`src/rtl/clkgen_ctl_slave.sv`:
```
module clkgen_ctl_slave #(
  parameter logic [6:0]     DEV_ADDR    = 7'h69,
  parameter int             NREG        = 8,
  parameter int             FRAME_BYTES = 2,
  parameter int             MAX_DATA    = 10,
  parameter logic [NREG*8-1:0] REG_INIT = 64'h0700_3300_FF7F_CF0C
) (
  input  logic              clk,
  input  logic              rst_n,
  input  logic              pd_n,
  input  logic              scl_i,
  input  logic              sda_i,
  output logic              sda_pull,
  output logic [NREG*8-1:0] regs_o
);

  localparam int FIRST_DATA = 1 + FRAME_BYTES;
  localparam int BCW        = $clog2(FIRST_DATA + MAX_DATA + 1);

  typedef enum logic [1:0] {S_IDLE, S_BITS, S_ACK} phase_t;

  logic [1:0]     scl_sync, sda_sync;
  logic           scl_q, sda_q;
  phase_t         st;
  logic [3:0]     bitcnt;
  logic [BCW-1:0] bcnt;
  logic [6:0]     shreg;
  logic           take;
  logic           accept;

  wire scl_s = scl_sync[1];
  wire sda_s = sda_sync[1];

  wire scl_rise  = scl_s & ~scl_q;
  wire scl_fall  = ~scl_s & scl_q;
  wire bus_start = scl_s & scl_q & sda_q & ~sda_s;
  wire bus_stop  = scl_s & scl_q & ~sda_q & sda_s;

  wire [7:0] byte_nxt  = {shreg, sda_s};
  wire       byte_done = (st == S_BITS) && scl_rise && (bitcnt == 4'd7);
  wire       wr_en     = pd_n && byte_done && accept && (int'(bcnt) >= FIRST_DATA)
                         && (int'(bcnt) < FIRST_DATA + NREG);

  always_comb begin
    if (bcnt == '0)                           accept = (byte_nxt == {DEV_ADDR, 1'b0});
    else if (int'(bcnt) < FIRST_DATA)         accept = 1'b1;
    else                                      accept = int'(bcnt) < FIRST_DATA + MAX_DATA;
  end

  always_ff @(posedge clk or negedge rst_n) begin
    if (!rst_n) begin
      scl_sync <= 2'b11;
      sda_sync <= 2'b11;
      scl_q    <= 1'b1;
      sda_q    <= 1'b1;
    end else begin
      scl_sync <= {scl_sync[0], scl_i};
      sda_sync <= {sda_sync[0], sda_i};
      scl_q    <= scl_s;
      sda_q    <= sda_s;
    end
  end

  always_ff @(posedge clk or negedge rst_n) begin
    if (!rst_n) begin
      st       <= S_IDLE;
      bitcnt   <= '0;
      bcnt     <= '0;
      shreg    <= '0;
      take     <= 1'b0;
      sda_pull <= 1'b0;
    end else if (!pd_n) begin
      st       <= S_IDLE;
      sda_pull <= 1'b0;
    end else if (bus_start) begin
      st       <= S_BITS;
      bitcnt   <= '0;
      bcnt     <= '0;
      sda_pull <= 1'b0;
    end else if (bus_stop) begin
      st       <= S_IDLE;
      sda_pull <= 1'b0;
    end else begin
      case (st)
        S_BITS: begin
          if (scl_rise && bitcnt < 4'd8) begin
            shreg  <= byte_nxt[6:0];
            bitcnt <= bitcnt + 4'd1;
            if (bitcnt == 4'd7) take <= accept;
          end else if (scl_fall && bitcnt == 4'd8) begin
            if (take) begin
              st       <= S_ACK;
              sda_pull <= 1'b1;
            end else begin
              st <= S_IDLE;
            end
          end
        end
        S_ACK: begin
          if (scl_fall) begin
            sda_pull <= 1'b0;
            st       <= S_BITS;
            bitcnt   <= '0;
            bcnt     <= bcnt + BCW'(1);
          end
        end
        default: ;
      endcase
    end
  end

  always_ff @(posedge clk or negedge rst_n) begin
    if (!rst_n) begin
      regs_o <= REG_INIT;
    end else if (wr_en) begin
      for (int i = 0; i < NREG; i++)
        if (int'(bcnt) == FIRST_DATA + i) regs_o[8*i +: 8] <= byte_nxt;
    end
  end

  a_r8_release_in_pd: assert property (@(posedge clk) disable iff (!rst_n)
    !pd_n |=> !sda_pull);

  a_r8_hold_in_pd: assert property (@(posedge clk) disable iff (!rst_n)
    !pd_n |=> $stable(regs_o));

  a_r4_ack_scl_low: assert property (@(posedge clk) disable iff (!rst_n)
    $rose(sda_pull) |-> !scl_s);

  a_r7_ack_limit: assert property (@(posedge clk) disable iff (!rst_n)
    (st == S_ACK) |-> (int'(bcnt) < FIRST_DATA + MAX_DATA));

  a_r10_full_byte_commit: assert property (@(posedge clk) disable iff (!rst_n)
    !$stable(regs_o) |-> (bitcnt == 4'd8));

endmodule

```
`config.mk`:
```
export PLATFORM = sky130hd
export DESIGN_NAME = clkgen_ctl_slave
export DESIGN_NICKNAME = d
export VERILOG_FILES = /design/src/rtl/clkgen_ctl_slave.sv
export SDC_FILE = /design/constraint.sdc
export NUM_CORES = 1
export LEC_CHECK = 0
export ABC_AREA = 0
export BUFFER_PORTS_ARGS = -buffer_cell sky130_fd_sc_hd__buf_4
export CAP_MARGIN = 15
export CORE_MARGIN = 8
export CORE_UTILIZATION = 55
export CTS_BUF_LIST = sky130_fd_sc_hd__clkbuf_4
export DETAILED_ROUTE_END_ITERATION = 12
export GPL_ROUTABILITY_DRIVEN = 0
export MAX_ROUTING_LAYER = met4
export PLACE_DENSITY = 0.79
export SLEW_MARGIN = 20
export SYNTH_ARGS = -nofsm -noshare
export SYNTH_HDL_FRONTEND = slang
export SYNTH_SLANG_ARGS = --single-unit
```
`constraint.sdc`:
```
create_clock -name clk -period 5 [get_ports clk]
set_input_delay 0.5 -clock clk [delete_from_list [all_inputs] [get_ports clk]]
set_output_delay 0.5 -clock clk [all_outputs]
set_load 0.05 [all_outputs]
```
==> results of run 1 <==
-- registers in the layout, summed over array words and instances, names as in the netlist, 2 cells and up --
| signal | flops |
|---|---|
| bcnt | 4 |
| bitcnt | 4 |
| regs_o | 64 |
| scl_sync | 2 |
| sda_sync | 2 |
| shreg | 7 |
| st | 2 |
-- cell usage after synthesis, types with 3 or more instances --
library cell / instances
clkbuf_1: 10
a31oi_1: 3
nand3_2: 3
nand3b_1: 3
nor2_1: 3
dfstp_2: 36
nand2_1: 8
inv_1: 7
xnor2_1: 3
mux2_2: 56
ha_1: 7
nand2_4: 4
nand4b_1: 4
o21ai_0: 7
mux2_4: 15
dfrtp_1: 53
a21oi_1: 3
-- per-stage QoR --
step	setup slack, ps	util [%]	instance area (um2)	hold WS [ps]
2_1_floorplan	3090	-	3900	204
3_5_place_dp	2880	65.7	4490	348
4_1_cts	2860	68.0	4650	154
3_3_place_gp	2930	65.7	4490	348
6_report	2880	68.0	4650	168
5_1_grt	2730	68.0	4650	136
-- worst paths after layout --
| kind | startpoint | to | slack, ps | cells past startpoint |
|---|---|---|---|---|
| setup / recovery | shreg[0]$_DFFE_PN0P_ | regs_o[0]$_DFFE_PN0P_ | 2880 | 4 |
| max in group asynchronous | rst_n | regs_o[0]$_DFFE_PN0P_ | 3440 | 3 |
| min in group asynchronous | rst_n | shreg[0]$_DFFE_PN0P_ | 530 | 2 |
| setup reg to reg | shreg[0]$_DFFE_PN0P_ | regs_o[0]$_DFFE_PN0P_ | 2880 | 4 |
| hold / removal | sda_i | sda_sync[0]$_DFF_PN1_ | 170 | 1 |
| hold reg to reg | scl_sync[0]$_DFF_PN1_ | scl_sync[1]$_DFF_PN1_ | 370 | 0 |
-- logic make-up after synthesis --
family / after synthesis
AO/OA/AOI/OAI: 24
flip-flops: 89
adder cells (fa/ha/maj): 7
XOR/XNOR: 3
AND/OR/NAND/NOR: 48
multiplexers: 72
buffers and inverters: 19
-- metal layers --
metal,vias to the layer above,wire (um),global-route usage (%)
li1,1082,-,-
met1,1195,3910,22.8
met2,69,3820,26.6
met3,6,481,3.46
met4,0,70,6.40
met5,-,0,-
-- layout make-up --
type	count	area, um2	share of cell area (%)
flip-flops and latches	89	2270	48.9
multi-input cells	154	1540	33.2
repair buffers	71	536	11.5
well taps	96	120	2.58
clock buffers	10	75.1	1.62
clock inverters	6	75.1	1.62
inverters	7	26.3	0.565
-- power breakdown --
part	internal (uW)	switching [uW]	total (uW)
Clock	165	255	420
Sequential	750	52.2	802
Combinational	65.0	94.4	159
Total	980	402	1380
==> out/metrics.cfg, run 1 <==
[power_and_ir_drop]
power_uw=1380
peakVddDrop_uv=259
p_leak_uw=0.00235
p_per_area_nw_per_um2=297

[cts]
post_cts_buffers=0
cts_num_sinks=89
clk-insertion-delay-late_ps=440
postCtsHoldBufs=1
clock_path_buffers=2
postCtsResizedCells=0
ctsRootBufferMaster=clkbuf_4
cts_tree=yes
numCtsBuffers=9
clkSlewWorstSetupHoldPaths_ps=140
htree_levels=3

[cells_and_area]
layout_commonest_cell=buf_4
layout_common_cells=buf_4 (70), mux2_2 (56), dfrtp_1 (53)
n_fill_cell=504
syn2layout_area_growth_pct=19.3
final_net_count=344
stdcell_count=433
drive_above_1_share_pct=61.7
insertedDiodeCount=0

[synthesis]
synth-async-reset-ratio_pct=100
synthCells=262
synth_fa_ha_area_share_pct=2.25
avgSynthCellArea_um2=14.9
synth.ff_latch_count=89
synth_top_family_by_area=multiplexers
ys_warn_count=0
synth_area_um2=3900
synth_top_cell_by_area=dfrtp_1
synth_top_area_share_pct=34.0
yosys-top-cells-area=dfrtp_1 (34%), dfstp_2 (24%), mux2_2 (16%)
synth-xor-area-share_pct=0.674
ys_seq_area_share_pct=58.3
synth_edf_count=0
synthSimpleGateAreaFrac_pct=10.5
synthFlopType=dfrtp_1
synth_mux_area_share_pct=22.2
ys_types=50
syn_nets=274
synth_compound_area_share_pct=3.98

[global_route]
grt_pass1_wl_um=13200
grt_util_all_layers_pct=17.5
grt_max_degree=53
antenna_found_initial=0
grt.overflow.total=0
grt_pass1_vias=2477

[sta]
final.setup.tns_ps=0
setup_viol=0
fmax_ghz=0.472
min_period_ps=2120
rsz0062_at_grt=no
tightestPinTransition_ps=643
hold_violations=0
skew_ps=25.8
slew_viol_final=0
period_share_pct=42.4
slew_headroom_pct=57.2

[placement]
dpl.hpwl_um=5670
portBuffers=69
dpl.cell_count=416

[detailed_routing]
dr.pass1.iters=4
routed_wl_um=8280
routedWlPerCell_um=19.1
drt-initial-drc-count=179
route.detailed.drc=0
vias=2352
drtAntennaViolNets=0
viasPerCell=5.43

[floorplanning]
core-area_um2=6830
rows=30
dieArea_um2=10000
num_io_pins=70
floorplan.initialDensity_pct=57.0
die_x_um=100
die_y_um=100

[critical_path]
worst-path-buf-inv=0
critPathSlowestCell=dfrtp_1
worstPathArrival_ps=2440
critPathLaunchType=flip-flop
slowest_delay_ps=650
worstSetupEndpointType=flip-flop
crit_type=reg2reg
path_delay_family=simple AND/OR/NAND/NOR gates
crit_fanout=11
cp_cell_sequence=or4b_1 > o21ai_1 > nand4b_2 > mux2_2
critPathRequiredTime_ps=5320

[status]
outcome=finished, final reports clean

[worst_hold_path]
worstHoldPathType=in2reg

[flow_run]
drv_cap=0

Note: power is estimated with default switching activity, not from simulation.
==> inputs of run 2 (changes only) <==
--- a/config.mk
+++ b/config.mk
@@ -5,7 +5,7 @@
 export SDC_FILE = /design/constraint.sdc
 export NUM_CORES = 1
 export LEC_CHECK = 0
-export ABC_AREA = 0
+export ABC_AREA = 1
 export BUFFER_PORTS_ARGS = -buffer_cell sky130_fd_sc_hd__buf_4
 export CAP_MARGIN = 15
 export CORE_MARGIN = 8
@@ -14,7 +14,7 @@
 export DETAILED_ROUTE_END_ITERATION = 12
 export GPL_ROUTABILITY_DRIVEN = 0
 export MAX_ROUTING_LAYER = met4
-export PLACE_DENSITY = 0.79
+export PLACE_DENSITY = 0.78
 export SLEW_MARGIN = 20
 export SYNTH_ARGS = -nofsm -noshare
 export SYNTH_HDL_FRONTEND = slang
==> constraint.sdc (replaced) <==
create_clock -name clk -period 2 [get_ports clk]
set_input_delay 0.2 -clock clk [delete_from_list [all_inputs] [get_ports clk]]
set_output_delay 0.2 -clock clk [all_outputs]
set_load 0.05 [all_outputs]
==> run 2 against run 1 <==
Effect of this change:
- sequential share of layout area fell by 4.5 points
- highest routed layer unchanged
- synthesized cell count rose by 75%
- combinational power rose to 11 times the previous value
- critical endpoint is now regs_o[5]$_DFFE_PN0P_
==> out/metrics.cfg, run 2 <==
[critical_path]
crit_fanout=8  ; was 11
critPathRequiredTime_ps=2340  ; was 5320 ps
critPathLaunchType=flip-flop  ; unchanged
worstPathArrival_ps=2230  ; was 2440 ps
worstSetupEndpointType=flip-flop  ; unchanged
crit_type=reg2reg  ; unchanged

[synthesis]
synthCells=458  ; was 262
ys_types=28  ; was 50
synth-async-reset-ratio_pct=100  ; unchanged
synth_most_common_cell=nand2_1  ; was mux2_2
synthFlopType=dfrtp_1  ; unchanged
synth_top_area_share_pct=31.5  ; was 34.0%
ys_top_cells_by_count=nand2_1 (170), nand4_1 (68), dfrtp_1 (53)  ; was mux2_2 (56), dfrtp_1 (53), dfstp_2 (36)
syn_nets=470  ; was 274
synth.ff_latch_count=89  ; unchanged
ys_warn_count=0  ; unchanged
synth_edf_count=0  ; unchanged
avgSynthCellArea_um2=9.19  ; was 14.9 um2
yosys-top-cells-area=dfrtp_1 (32%), dfstp_2 (22%), nand2_1 (15%)  ; was dfrtp_1 (34%), dfstp_2 (24%), mux2_2 (16%)
synth_top_cell_by_area=dfrtp_1  ; unchanged
synth_area_um2=4210  ; was 3900 um2
ys_seq_area_share_pct=54.0  ; was 58.3%

[cells_and_area]
final_net_count=556  ; was 344
drive_above_1_share_pct=33.2  ; was 61.7%
insertedDiodeCount=0  ; unchanged
syn2layout_area_growth_pct=21.7  ; was 19.3%
top_regs=regs_o x64, shreg x7  ; unchanged
largest-register=regs_o  ; unchanged
fin_util_pct=67.7  ; was 68.0%
largest_register_ffs=64  ; unchanged
layout_common_cells=nand2_1 (170), buf_4 (91), nand4_1 (68)  ; was buf_4 (70), mux2_2 (56), dfrtp_1 (53)
layout_commonest_cell=nand2_1  ; was buf_4

[floorplanning]
dieArea_um2=10700  ; was 10000 um2
core-area_um2=7570  ; was 6830 um2
floorplan.initialDensity_pct=55.6  ; was 57.0%
die_x_um=103  ; was 100 um
rows=32  ; was 30
die_y_um=103  ; was 100 um
num_io_pins=70  ; unchanged

[cts]
ctsRootBufferMaster=clkbuf_4  ; unchanged
cts_tree=yes  ; unchanged
clk-insertion-delay-late_ps=440  ; about the same
cts_num_sinks=89  ; unchanged
htree_levels=3  ; unchanged
clkSlewWorstSetupHoldPaths_ps=140  ; about the same
numCtsBuffers=9  ; unchanged
clock_path_buffers=2  ; unchanged

[sta]
setup_viol=0  ; unchanged
hold_violations=0  ; unchanged
rsz0062_at_grt=no  ; unchanged
min_period_ps=1890  ; was 2120 ps
skew_ps=23.1  ; was 25.8 ps
slew_viol_final=0  ; unchanged
slew_headroom_pct=60.3  ; was 57.2%
final.setup.tns_ps=0  ; unchanged
fmax_ghz=0.528  ; was 0.472 GHz
period_share_pct=94.6  ; was 42.4%
tightestPinTransition_ps=596  ; was 643 ps

[detailed_routing]
drt-initial-drc-count=300  ; was 179
routed_wl_um=10600  ; was 8280 um
drtAntennaViolNets=0  ; unchanged
dr.pass1.iters=5  ; was 4
route.detailed.drc=0  ; unchanged
routedWlPerCell_um=16.3  ; was 19.1 um
viasPerCell=5.52  ; was 5.43
vias=3592  ; was 2352

[global_route]
grt.overflow.total=0  ; unchanged
grt_pass1_vias=3411  ; was 2477
grt_util_all_layers_pct=20.6  ; was 17.5%
grt_pass1_wl_um=16500  ; was 13200 um
antenna_found_initial=0  ; unchanged
grt_max_degree=48  ; was 53

[placement]
portBuffers=69  ; unchanged
dpl.hpwl_um=7250  ; was 5670 um

[power_and_ir_drop]
swShare_pct=39.1  ; was 29.1%
power_uw=5020  ; was 1380 uW
p_leak_uw=0.00265  ; was 0.00235 uW
seq_power_share_pct=41.0  ; was 58.0%
intPower_uw=3060  ; was 980 uW
p_switching_uw=1960  ; was 402 uW
clockPowerShare_pct=25.6  ; was 30.4%
p_per_area_nw_per_um2=981  ; was 297 nW/um2
comb_power_share_pct=33.4  ; was 11.5%
peakVddDrop_uv=596  ; was 259 uV

[flow_run]
drv_cap=0  ; unchanged

[status]
outcome=finished, final reports clean  ; unchanged

[worst_hold_path]
worstHoldPathType=in2reg  ; unchanged

## run 2: changes by cell type after synthesis, moves of 14 or more
cell / change
mux2_2: -56
nand3_1: +18
inv_1: +15
nand4_1: +68
nand2_1: +162
mux2_4: -15
nor2_1: +14
## run 2: stage by stage
| stage | setup slack (ps) | std cells | hold slack [ps] | instance area [um2] |
|---|---|---|---|---|
| final | 108 | 651 | 211 | 5120 |
| after global routing | 5.59 | 651 | 201 | 5120 |
| after CTS | 84.5 | 648 | 191 | 5030 |
| after detailed placement | -52.8 | 628 | 244 | 4780 |
| after global placement | 21.7 | 628 | 235 | 4780 |
| after floorplan | 393 | 458 | -95.6 | 4210 |
## run 2: metal layers
metal	part of all wire, %	track usage [%]
met5	0	-
met4	2.5	8.45
met3	6.6	3.01
met2	50	33.6
met1	41	25.1
## run 2: worst max-delay path, cell delays in order, from the launching register on
cell,delay [ps]
dfrtp_1,440
ha_1,250
inv_1,130
nand2_1,80
nand2_1,70
o21ai_2,140
nor2_4,290
nand3_2,210
nand2_1,120
nand2_1,60
## run 2: cell families after synthesis
logic type                 count (synthesis)  share of synthesized area [%]
AOI/OAI and AO/OA                         19                           2.44
and+or+nand+nor                          292                           32.9
xor gates and xnor gates                   2                          0.416
buffers and inverters                     49                           8.20
DFF                                       89                           54.0
adders and majority gates                  7                           2.08
## run 2: final timing paths
path	startpoint	end	slack (ps)	cells after the start
hold / removal	pd_n	bcnt[1]$_DFFE_PN0P_	210	5
max in group asynchronous	rst_n	sda_sync[1]$_DFF_PN1_	1000	3
hold reg to reg	sda_sync[0]$_DFF_PN1_	sda_sync[1]$_DFF_PN1_	370	0
min in group asynchronous	rst_n	regs_o[54]$_DFFE_PN0P_	290	2
setup / recovery	bcnt[0]$_DFFE_PN0P_	regs_o[5]$_DFFE_PN0P_	110	9
setup reg to reg	bcnt[0]$_DFFE_PN0P_	regs_o[5]$_DFFE_PN0P_	110	9
## run 2: cell type report
cell class,instances,area (um2)
sequential,89,2270
multi-input combinational,323,1700
tap,102,128
clock inverter,7,124
timing repair buffer,95,733
clock buffer,9,67.6
fill,612,2440
inverter,26,97.6
## run 2: power by group through the flow
stage	clock [uW]	combinational [uW]	sequential, uW
final	1290	1680	2060
after global routing	1370	1820	2080
after CTS	1300	1520	2060
after detailed placement	0	1480	2090
after global placement	0	1410	2080
after floorplan	0	1060	2080
## run 2: repair_timing
| action | in CTS | in global routing |
|---|---|---|
| gates resized for setup | 2 | 13 |
| setup buffers | 0 | 1 |
| hold buffers | 3 | 0 |
| gates cloned | 1 | 2 |
| endpoints found under the hold margin | 26 | 0 |
| setup endpoints to repair | 50 | 63 |
| pin swaps | 1 | 2 |
==> inputs of run 3 (changes only) <==
--- a/config.mk
+++ b/config.mk
@@ -5,7 +5,6 @@
 export SDC_FILE = /design/constraint.sdc
 export NUM_CORES = 1
 export LEC_CHECK = 0
-export ABC_AREA = 1
 export BUFFER_PORTS_ARGS = -buffer_cell sky130_fd_sc_hd__buf_4
 export CAP_MARGIN = 15
 export CORE_MARGIN = 8
@@ -13,8 +12,9 @@
 export CTS_BUF_LIST = sky130_fd_sc_hd__clkbuf_4
 export DETAILED_ROUTE_END_ITERATION = 12
 export GPL_ROUTABILITY_DRIVEN = 0
+export HOLD_SLACK_MARGIN = 0.1
 export MAX_ROUTING_LAYER = met4
-export PLACE_DENSITY = 0.78
+export PLACE_DENSITY = 0.79
 export SLEW_MARGIN = 20
 export SYNTH_ARGS = -nofsm -noshare
 export SYNTH_HDL_FRONTEND = slang
==> run 3 against run 2 <==
Effect of this change:
- global-route usage shrank 3.1 points
- setup slack gained 14 ps
- die area shrank 6.3%
- non-clock buffer count shrank 6
- sequential share of layout area grew 3.2 points
- register-to-register slack is essentially flat
- final area shrank 6.7%
- critical path type unchanged
- critical endpoint unchanged
- largest cell class unchanged
- largest power group unchanged
==> out/metrics.cfg, run 3 (synthesis gave the netlist of run 1 again) <==
[critical_path]
worstRegToRegCells=4  ; was 9
critPathLaunchType=flip-flop  ; unchanged
r2r-start=sda_sync[1]$_DFF_PN1_  ; was bcnt[0]$_DFFE_PN0P_
rr_endpoint=regs_o[5]$_DFFE_PN0P_  ; unchanged
worstSetupEndpointType=flip-flop  ; unchanged
worstPathArrival_ps=2200  ; was 2230 ps
critPathSlowestCell=or4b_1  ; was dfrtp_1
r2r_setup_slack_ps=120  ; was 110 ps
cp_cell_sequence=or4b_1 > o21ai_1 > nand4b_2 > mux2_2  ; was ha_1 > inv_1 > nand2_1 > nand2_1 > o21ai_2 > nor2_4 > nand3_2 > nand2_1 > nand2_1
crit_type=reg2reg  ; unchanged
crit_fanout=8  ; unchanged
slowest_delay_ps=510  ; was 440 ps
critPathRequiredTime_ps=2320  ; was 2340 ps

[floorplanning]
num_io_pins=70  ; unchanged
floorplan.initialDensity_pct=57.0  ; was 55.6%
dieArea_um2=10000  ; was 10700 um2
die_y_um=100  ; was 103 um
die_x_um=100  ; was 103 um
rows=30  ; was 32
core-area_um2=6830  ; was 7570 um2

[detailed_routing]
dr.pass1.iters=4  ; was 5
viasPerCell=5.38  ; was 5.52
vias=2428  ; was 3592
routed_wl_um=8180  ; was 10600 um
drt-initial-drc-count=133  ; was 300
drtAntennaViolNets=0  ; unchanged
routedWlPerCell_um=18.1  ; was 16.3 um
route.detailed.drc=0  ; unchanged

[status]
outcome=finished, final reports clean  ; unchanged

[cells_and_area]
largest-register=regs_o  ; unchanged
final_area_um2=4780  ; was 5120 um2
final_net_count=362  ; was 556
syn2layout_area_growth_pct=22.7  ; was 21.7%
layout_common_cells=buf_4 (84), mux2_2 (56), dfrtp_1 (53)  ; was nand2_1 (170), buf_4 (91), nand4_1 (68)
drive_above_1_share_pct=62.8  ; was 33.2%
insertedDiodeCount=0  ; unchanged
top_regs=regs_o x64, shreg x7  ; unchanged
largest_register_ffs=64  ; unchanged
layout_commonest_cell=buf_4  ; was nand2_1

[cts]
clk-insertion-delay-late_ps=430  ; was 440 ps
postCtsResizedCells=0  ; was 2
htree_levels=3  ; unchanged
cts_num_sinks=89  ; unchanged
ctsRootBufferMaster=clkbuf_4  ; unchanged
cts_tree=yes  ; unchanged
clock_path_buffers=2  ; unchanged
clkSlewWorstSetupHoldPaths_ps=150  ; was 140 ps
numCtsBuffers=9  ; unchanged

[placement]
placed_area_um2=4600  ; was 4780 um2
dpl.hpwl_um=5840  ; was 7250 um
portBuffers=69  ; unchanged

[sta]
period_share_pct=93.9  ; was 94.6%
slew_headroom_pct=71.6  ; was 60.3%
fmax_ghz=0.532  ; was 0.528 GHz
rsz0062_at_grt=no  ; unchanged
min_period_ps=1880  ; was 1890 ps
hold_violations=0  ; unchanged
setup_viol=0  ; unchanged
skew_ps=15.8  ; was 23.1 ps
slew_viol_final=0  ; unchanged
final.setup.tns_ps=0  ; unchanged
tightestPinTransition_ps=426  ; was 596 ps

[global_route]
antenna_found_initial=0  ; unchanged
grt_max_degree=39  ; was 48
grt_util_all_layers_pct=17.5  ; was 20.6%
grt_pass1_vias=2543  ; was 3411
grt.overflow.total=0  ; unchanged
grt_pass1_wl_um=13300  ; was 16500 um

[power_and_ir_drop]
peakVddDrop_uv=493  ; was 596 uV
p_per_area_nw_per_um2=701  ; was 981 nW/um2
p_leak_uw=0.00243  ; was 0.00265 uW
power_uw=3350  ; was 5020 uW

[worst_hold_path]
worstHoldPathType=in2async  ; was in2reg

[flow_run]
drv_cap=0  ; unchanged

## run 3: through the flow
step                worst slack (ps)  util [%]  instances  hold WS, ps
global placement                 120      67.3        429          162
finish                           121      70.0        451          236
CTS                             42.1      69.8        449          219
floorplan                        136         -        262        -95.6
detailed placement              67.3      67.3        429          166
global route                    44.3      70.0        451          242
## run 3: cell type report
class | count | area (um2)
inverters | 7 | 26.3
fillers | 511 | 2050
flip-flops and latches | 89 | 2270
repair buffers | 89 | 691
clock buffers | 10 | 75.1
multi-input cells | 154 | 1540
clock inverters | 6 | 52.6
well taps | 96 | 120
## run 3: power by group
| group | switching (uW) | total (uW) | internal [uW] |
|---|---|---|---|
| clock | 631 | 917 | 287 |
| sequential | 91.0 | 1970 | 1870 |
| combinational | 274 | 470 | 196 |
## run 3: critical path, delay by kind of cell (launching register included)
family	cells	cell delay, ps
flip-flops	1	390
AO/OA/AOI/OAI	1	200
multiplexers	1	360
AND/OR/NAND/NOR	2	810
## run 3: metal layers
layer	vias to the layer above	share of wire (%)	global-route usage, %
li1	1120	-	-
met1	1222	47	23.0
met2	70	46	25.8
met3	16	5.0	3.32
met4	0	2.1	7.67
met5	-	0	-
## run 3: repair_timing
action                     CTS  global route
hold endpoints to repair    63             0
setup endpoints to repair    0            14
hold buffers                 4             0
buffers inserted             0             2
## run 3: how the worst max path moves through the flow
stage                           from                      to  slack (ps)  depth (start not counted)
2_1_floorplan  scl_sync[1]$_DFF_PN1_  regs_o[32]$_DFFE_PN0P_         140                          4
3_3_place_gp   scl_sync[1]$_DFF_PN1_  regs_o[52]$_DFFE_PN0P_         120                          4
3_5_place_dp   scl_sync[1]$_DFF_PN1_  regs_o[53]$_DFFE_PN0P_          70                          4
4_1_cts        scl_sync[1]$_DFF_PN1_  regs_o[50]$_DFFE_PN0P_          40                          4
5_1_grt        sda_sync[1]$_DFF_PN1_   regs_o[5]$_DFFE_PN0P_          40                          4
6_report       sda_sync[1]$_DFF_PN1_   regs_o[5]$_DFFE_PN0P_         120                          4
